--- src/rtl/sdm_sinc3_pkg.sv ---
package sdm_sinc3_pkg;

  localparam int unsigned SINC_ORDER = 3;

  // Integrator width: order * log2(OSR) bits of growth, one sign bit, one
  // extra bit so that the positive full-scale sum does not wrap.
  function automatic int unsigned acc_width(input int unsigned osr_log2);
    return SINC_ORDER * osr_log2 + 2;
  endfunction

endpackage

--- src/rtl/sdm_input_sync.sv ---
module sdm_input_sync #(
  parameter int unsigned STAGES = 2
) (
  input  logic clk,
  input  logic rst_n,
  input  logic bs_clk,
  input  logic bs_data,
  output logic bit_stb,
  output logic bit_val,
  output logic any_edge
);

  logic [STAGES-1:0] clk_sh_q, clk_sh_d;
  logic [STAGES-1:0] dat_sh_q, dat_sh_d;
  logic              clk_last_q;

  always_comb begin
    clk_sh_d = {clk_sh_q[STAGES-2:0], bs_clk};
    dat_sh_d = {dat_sh_q[STAGES-2:0], bs_data};
  end

  always_ff @(posedge clk or negedge rst_n) begin
    if (!rst_n) begin
      clk_sh_q   <= '0;
      dat_sh_q   <= '0;
      clk_last_q <= 1'b0;
    end else begin
      clk_sh_q   <= clk_sh_d;
      dat_sh_q   <= dat_sh_d;
      clk_last_q <= clk_sh_q[STAGES-1];
    end
  end

  assign bit_stb  = clk_sh_q[STAGES-1] & ~clk_last_q;
  assign any_edge = clk_sh_q[STAGES-1] ^ clk_last_q;
  assign bit_val  = dat_sh_q[STAGES-1];

endmodule

--- src/rtl/sdm_sinc3_core.sv ---
module sdm_sinc3_core
  import sdm_sinc3_pkg::*;
#(
  parameter int unsigned OSR_LOG2 = 8,
  parameter int unsigned ACC_W    = acc_width(OSR_LOG2)
) (
  input  logic                    clk,
  input  logic                    rst_n,
  input  logic                    flt_clr,
  input  logic                    bit_stb,
  input  logic                    bit_val,
  output logic                    blk_vld,
  output logic signed [ACC_W-1:0] blk_sum
);

  localparam logic [OSR_LOG2-1:0] LAST_PHASE = {OSR_LOG2{1'b1}};

  logic signed [ACC_W-1:0] integ_q [SINC_ORDER];
  logic signed [ACC_W-1:0] integ_d [SINC_ORDER];
  logic signed [ACC_W-1:0] dly_q   [SINC_ORDER];
  logic signed [ACC_W-1:0] dly_d   [SINC_ORDER];
  logic signed [ACC_W-1:0] comb_out;
  logic [OSR_LOG2-1:0]     phase_q, phase_d;
  logic                    take_q, take_d;
  logic                    vld_q;
  logic signed [ACC_W-1:0] sum_q;

  // Integrator chain: each stage adds the freshly updated stage before it.
  always_comb begin
    logic signed [ACC_W-1:0] carry;
    carry = bit_val ? ACC_W'(1) : {ACC_W{1'b1}};
    for (int k = 0; k < SINC_ORDER; k++) begin
      integ_d[k] = integ_q[k] + carry;
      carry      = integ_d[k];
    end
  end

  // Comb chain on the decimated integrator output.
  always_comb begin
    logic signed [ACC_W-1:0] diff;
    diff = integ_q[SINC_ORDER-1];
    for (int k = 0; k < SINC_ORDER; k++) begin
      dly_d[k] = diff;
      diff     = diff - dly_q[k];
    end
    comb_out = diff;
  end

  always_comb begin
    phase_d = bit_stb ? phase_q + 1'b1 : phase_q;
    take_d  = bit_stb && (phase_q == LAST_PHASE);
  end

  generate
    for (genvar g = 0; g < SINC_ORDER; g++) begin : g_stage
      always_ff @(posedge clk or negedge rst_n) begin
        if (!rst_n) begin
          integ_q[g] <= '0;
          dly_q[g]   <= '0;
        end else if (flt_clr) begin
          integ_q[g] <= '0;
          dly_q[g]   <= '0;
        end else begin
          if (bit_stb) integ_q[g] <= integ_d[g];
          if (take_q)  dly_q[g]   <= dly_d[g];
        end
      end
    end
  endgenerate

  always_ff @(posedge clk or negedge rst_n) begin
    if (!rst_n) begin
      phase_q <= '0;
      take_q  <= 1'b0;
      vld_q   <= 1'b0;
      sum_q   <= '0;
    end else if (flt_clr) begin
      phase_q <= '0;
      take_q  <= 1'b0;
      vld_q   <= 1'b0;
      sum_q   <= '0;
    end else begin
      phase_q <= phase_d;
      take_q  <= take_d;
      vld_q   <= take_q;
      if (take_q) sum_q <= comb_out;
    end
  end

  assign blk_vld = vld_q;
  assign blk_sum = sum_q;

endmodule

--- src/rtl/sdm_out_stage.sv ---
module sdm_out_stage #(
  parameter int unsigned ACC_W  = 26,
  parameter int unsigned SHIFT  = 9,
  parameter int unsigned OUT_W  = 16,
  parameter int unsigned SETTLE = 3
) (
  input  logic                    clk,
  input  logic                    rst_n,
  input  logic                    flt_clr,
  input  logic                    blk_vld,
  input  logic signed [ACC_W-1:0] blk_sum,
  input  logic                    ack_clr,
  output logic [OUT_W-1:0]        dout,
  output logic                    dout_vld,
  output logic                    dout_ack
);

  localparam int unsigned SW = $clog2(SETTLE + 1);
  localparam logic signed [ACC_W-1:0] MAXV = ACC_W'((2 ** (OUT_W - 1)) - 1);
  localparam logic signed [ACC_W-1:0] MINV = -MAXV - ACC_W'(1);

  logic [SW-1:0]           settle_q, settle_d;
  logic                    publish;
  logic signed [ACC_W-1:0] shifted;
  logic [OUT_W-1:0]        word_d, word_q;
  logic                    vld_q;
  logic                    ack_q, ack_d;

  always_comb begin
    publish  = blk_vld && (settle_q == SW'(SETTLE - 1));
    settle_d = (blk_vld && (settle_q != SW'(SETTLE - 1))) ? settle_q + 1'b1 : settle_q;
    shifted  = blk_sum >>> SHIFT;
    if (shifted > MAXV)      word_d = MAXV[OUT_W-1:0];
    else if (shifted < MINV) word_d = MINV[OUT_W-1:0];
    else                     word_d = shifted[OUT_W-1:0];
    ack_d = publish | (ack_q & ~ack_clr);
  end

  always_ff @(posedge clk or negedge rst_n) begin
    if (!rst_n) begin
      settle_q <= '0;
      word_q   <= '0;
      vld_q    <= 1'b0;
      ack_q    <= 1'b0;
    end else begin
      ack_q <= ack_d;
      if (flt_clr) begin
        settle_q <= '0;
        vld_q    <= 1'b0;
      end else begin
        settle_q <= settle_d;
        vld_q    <= publish;
        if (publish) word_q <= word_d;
      end
    end
  end

  assign dout     = word_q;
  assign dout_vld = vld_q;
  assign dout_ack = ack_q;

endmodule

--- src/rtl/sdm_clk_monitor.sv ---
module sdm_clk_monitor #(
  parameter int unsigned TIMEOUT = 64
) (
  input  logic clk,
  input  logic rst_n,
  input  logic any_edge,
  input  logic fail_clr,
  output logic clk_fail
);

  localparam int unsigned CW = $clog2(TIMEOUT + 1);

  logic [CW-1:0] idle_q, idle_d;
  logic          stall;
  logic          fail_q, fail_d;

  always_comb begin
    stall = (idle_q == CW'(TIMEOUT));
    if (any_edge)   idle_d = '0;
    else if (stall) idle_d = idle_q;
    else            idle_d = idle_q + 1'b1;
    fail_d = stall | (fail_q & ~fail_clr);
  end

  always_ff @(posedge clk or negedge rst_n) begin
    if (!rst_n) begin
      idle_q <= '0;
      fail_q <= 1'b0;
    end else begin
      idle_q <= idle_d;
      fail_q <= fail_d;
    end
  end

  assign clk_fail = fail_q;

endmodule

--- src/rtl/sdm_sinc3_decim.sv ---
module sdm_sinc3_decim
  import sdm_sinc3_pkg::*;
#(
  parameter int unsigned OSR_LOG2     = 8,
  parameter int unsigned SHIFT        = 9,
  parameter int unsigned OUT_W        = 16,
  parameter int unsigned FAIL_TIMEOUT = 64,
  parameter int unsigned SYNC_STAGES  = 2
) (
  input  logic             clk,
  input  logic             rst_n,
  input  logic             bs_clk,
  input  logic             bs_data,
  input  logic             flt_restart,
  input  logic             ack_clr,
  input  logic             fail_clr,
  output logic [OUT_W-1:0] dout,
  output logic             dout_vld,
  output logic             dout_ack,
  output logic             bs_clk_fail
);

  localparam int unsigned ACC_W = acc_width(OSR_LOG2);

  logic                    bit_stb;
  logic                    bit_val;
  logic                    any_edge;
  logic                    blk_vld;
  logic signed [ACC_W-1:0] blk_sum;

  sdm_input_sync #(.STAGES(SYNC_STAGES)) sync_i (
    .clk      (clk),
    .rst_n    (rst_n),
    .bs_clk   (bs_clk),
    .bs_data  (bs_data),
    .bit_stb  (bit_stb),
    .bit_val  (bit_val),
    .any_edge (any_edge)
  );

  sdm_sinc3_core #(.OSR_LOG2(OSR_LOG2), .ACC_W(ACC_W)) core_i (
    .clk     (clk),
    .rst_n   (rst_n),
    .flt_clr (flt_restart),
    .bit_stb (bit_stb),
    .bit_val (bit_val),
    .blk_vld (blk_vld),
    .blk_sum (blk_sum)
  );

  sdm_out_stage #(
    .ACC_W  (ACC_W),
    .SHIFT  (SHIFT),
    .OUT_W  (OUT_W),
    .SETTLE (SINC_ORDER)
  ) out_i (
    .clk      (clk),
    .rst_n    (rst_n),
    .flt_clr  (flt_restart),
    .blk_vld  (blk_vld),
    .blk_sum  (blk_sum),
    .ack_clr  (ack_clr),
    .dout     (dout),
    .dout_vld (dout_vld),
    .dout_ack (dout_ack)
  );

  sdm_clk_monitor #(.TIMEOUT(FAIL_TIMEOUT)) mon_i (
    .clk      (clk),
    .rst_n    (rst_n),
    .any_edge (any_edge),
    .fail_clr (fail_clr),
    .clk_fail (bs_clk_fail)
  );

endmodule

--- config.mk ---
export PLATFORM = sky130hd
export DESIGN_NAME = sdm_sinc3_decim
export DESIGN_NICKNAME = d
export VERILOG_FILES = /design/src/rtl/sdm_sinc3_pkg.sv /design/src/rtl/sdm_input_sync.sv /design/src/rtl/sdm_sinc3_core.sv /design/src/rtl/sdm_out_stage.sv /design/src/rtl/sdm_clk_monitor.sv /design/src/rtl/sdm_sinc3_decim.sv
export SDC_FILE = /design/constraint.sdc
export NUM_CORES = 1
export LEC_CHECK = 0
export BUFFER_PORTS_ARGS = -buffer_cell sky130_fd_sc_hd__buf_2
export CORE_MARGIN = 10
export CORE_UTILIZATION = 55
export CTS_CLUSTER_SIZE = 8
export DETAILED_ROUTE_END_ITERATION = 16
export PLACE_DENSITY = 0.79
export SYNTH_ARGS = -nofsm -noshare
export SYNTH_HDL_FRONTEND = slang
export SYNTH_SLANG_ARGS = --single-unit
--- constraint.sdc ---
create_clock -name clk -period 5.73 [get_ports clk]
set_input_delay 0.573 -clock clk [delete_from_list [all_inputs] [get_ports clk]]
set_output_delay 0.573 -clock clk [all_outputs]
set_load 0.01 [all_outputs]
==> results.sh <==
export IMPL_yosysUniqueCellTypes=80
export IMPL_synthTopCellsByArea="dfrtp_1, ha_1, mux2i_1, nor2_1, xnor2_1"
export IMPL_critical_path_required_ns=6.16
export IMPL_antenna_left=0
export IMPL_hold_buffers=0
export IMPL_hold_path_class="in -> async"
export IMPL_hold_slack_ns=-0.0365
export IMPL_r2r_slack_ns=-0.25
export IMPL_antenna_found_initial=1
export IMPL_die_y_um=191
export IMPL_clock_path_buffers=3
export IMPL_yosysTopAreaCellShare=0.337
export IMPL_synth_area_per_cell_um2=9.00
export IMPL_pin_count=26
export IMPL_report_final_slew_viol_count=0
export IMPL_ctsRootBufferMaster="clkbuf_16"
export IMPL_h_tree_depth=1
export IMPL_synth_nets=1950
export IMPL_cts_sinks=216
export IMPL_ys_warn_count=0
export IMPL_ys_seq_area_frac=0.337
export IMPL_vias=13300
export IMPL_synth_edff_count=0
export IMPL_slew_headroom=0.389
export IMPL_areaGrowthSynthToFinish_pct=16.9
export IMPL_finClkSkew_ns=0.0278
export IMPL_port_buffers=25
export IMPL_fin_nets=2072
export IMPL_status="finished, violations left"
export IMPL_ys_flop_type="dfrtp_1"
export IMPL_cp_end_kind="flop"
export IMPL_viasPerCell=5.83
export IMPL_drive_gt1_frac=0.177
export IMPL_fin_ws_ns=-0.252
export IMPL_r2r_cells=27
export IMPL_row_count=62
export IMPL_failed_checks="negative hold slack, negative setup slack"
export IMPL_crit_fanout=5
export IMPL_setup_viol=6
export IMPL_fin_area_um2=18700
export IMPL_drcViolationCount=0
export IMPL_wirelength_mm=36.9
export IMPL_synth_seq_cells=216
export IMPL_netlist_instances=1780
export IMPL_path_class="reg -> reg"
export IMPL_tightest_slew_ns=0.916
export IMPL_initial_core_util=0.558
export IMPL_cap_violations=0
export IMPL_drtIter0Drc=859
export IMPL_tritoncts="built"
export IMPL_worstSkewPairLatency_ns=0.57
export IMPL_finalCriticalPeriod_ns=5.98
export IMPL_final_hold_viol_count=13
export IMPL_final_common_cell="nor2_1"
export IMPL_arrival_ns=6.41
export IMPL_syn_area_um2=16000
export IMPL_cts_buffers=31
export IMPL_grt_setup_unrepaired="true"
export IMPL_cts_clk_slew_worst_paths_ns=0.05
export IMPL_grt_ovfl_total=0
export IMPL_grt_pass1_vias=13000
export IMPL_r2r_start="sync_i.dat_sh_q[1]"
export IMPL_wire_per_inst_um=16.1
export IMPL_core_um2=28700
export IMPL_grt_pass1_wl_mm=60.0
export IMPL_final_cell_mix="nor2_1, dfrtp_1, ha_1"
export IMPL_fmax_ghz=0.167
export IMPL_synthArstFlopShare=1.00
export IMPL_crit_path_start_kind="flop"
export IMPL_grt_usage=0.191
export IMPL_regToRegEndpoint="core_i.dly_d[77]"
export IMPL_dr_pass1_iters=6
export IMPL_die_w_um=191
export IMPL_yosys_area_top_type="dfrtp_1"
export IMPL_post_dp_hpwl_mm=24.8
export IMPL_globalplace_congestion=1.00
export IMPL_dieArea_um2=36400
export IMPL_grt_max_degree=80
export IMPL_fin_crit_sh=1.04
export IMPL_placed_area_um2=17100
export IMPL_antennaDiodeCount=0
==> worst max path at each step <==
stage / from / endpoint
6_report: sync_i.dat_sh_q[1] / core_i.dly_d[77]
2_1_floorplan: sync_i.dat_sh_q[1] / core_i.dly_d[77]
3_5_place_dp: sync_i.dat_sh_q[1] / core_i.dly_d[77]
5_1_grt: sync_i.dat_sh_q[1] / core_i.dly_d[77]
4_1_cts: sync_i.dat_sh_q[1] / core_i.dly_d[77]
3_3_place_gp: sync_i.dat_sh_q[1] / core_i.dly_d[77]
==> state kept, by name (all words and copies together), names as in the netlist, 7 cells and up <==
signal and cells:
core_i.dly_q 78, core_i.integ_q 52, core_i.dly_d 26, core_i.blk_sum 17
out_i.dout 16, core_i.phase_q 8, mon_i.idle_q 7
==> area by class of cell <==
type | instances | area [um^2]
repair inverters | 1 | 7.51
fillers | 2215 | 9960
well taps | 384 | 480
multi-input cells | 1376 | 10500
inverters | 129 | 488
clock buffers | 34 | 787
clock inverters | 2 | 17.5
repair buffers | 147 | 1060
flip-flops and latches | 216 | 5410
==> repair_timing <==
item                                    in CTS  in global routing
buffers inserted                             5                 32
endpoints found under the setup margin      10                 22
pin swaps                                   11                 84
endpoints found under the hold margin        0                  0
resized for setup                           16                111
gates cloned                                 1                  0
==> critical path, stage by stage (launching register included) <==
cell	delay, ns
dfrtp_2	0.39
clkinvlp_4	0.16
fa_2	0.43
a21o_1	0.19
a21oi_2	0.24
o21ai_2	0.11
a211oi_2	0.32
o21ai_1	0.16
a21o_1	0.20
a21oi_1	0.18
xnor2_1	0.12
ha_2	0.22
buf_4	0.14
a211oi_4	0.28
o211ai_2	0.20
a2111oi_4	0.39
o211ai_2	0.15
a31o_2	0.25
a21oi_1	0.16
xnor2_1	0.18
ha_1	0.30
a21oi_2	0.15
inv_1	0.06
a21oi_1	0.18
o21ai_2	0.09
xnor2_1	0.13
nor2_1	0.13
mux2_1	0.35
==> cell families after synthesis <==
| group | after synthesis | synth area share |
|---|---|---|
| AND/OR/NAND/NOR | 530 | 0.150 |
| AO/OA/AOI/OAI | 401 | 0.170 |
| flip-flops | 216 | 0.337 |
| buffers and inverters | 188 | 0.0448 |
| adder cells (fa/ha/maj) | 178 | 0.139 |
| multiplexers | 145 | 0.0919 |
| XOR/XNOR | 122 | 0.0675 |
==> cell usage after synthesis (4+ instances only) <==
cell / count
a31oi_1: 14
o21ai_0: 64
nand4_1: 18
xor2_1: 38
a21o_1: 57
nand2_1: 88
nand3b_1: 6
dfrtp_1: 216
a311o_1: 5
nor3_1: 42
mux2i_1: 128
o211ai_1: 11
nand2b_1: 8
nor2b_1: 24
or3_1: 12
o21a_1: 32
inv_1: 128
nand3_1: 33
o31ai_1: 4
a211o_1: 5
buf_1: 9
nor2_1: 256
mux2_2: 16
ha_1: 158
xnor2_1: 83
a21boi_0: 6
o21bai_1: 16
a211oi_1: 11
a31o_2: 7
and3_1: 13
and2_1: 6
o31a_1: 5
a41oi_1: 6
and4_1: 9
maj3_1: 15
clkbuf_1: 47
fa_1: 5
a21oi_1: 110
or2_2: 5
==> metal layers <==
metal | GRT usage | up-vias | part of all wire
met3 | 0.0203 | 91 | 0.038
met4 | 0.0554 | 0 | 0.027
li1 | - | 6529 | -
met2 | 0.343 | 303 | 0.50
met1 | 0.238 | 6425 | 0.44
met5 | 0 | - | 0
==> stage by stage <==
step	TNS [ns]	instances	setup WS (ns)	util
after floorplan	0	1780	0.00843	-
after global placement	-0.820	2216	-0.323	0.597
after detailed placement	-1.67	2216	-0.458	0.597
after CTS	-0.0274	2258	-0.0142	0.629
after global routing	-2.79	2289	-0.474	0.653
final	-0.459	2289	-0.252	0.653
Power is left out: the tool's default activity adds up to more than one toggle a clock period on the data nets, which glitch-free logic cannot reach.
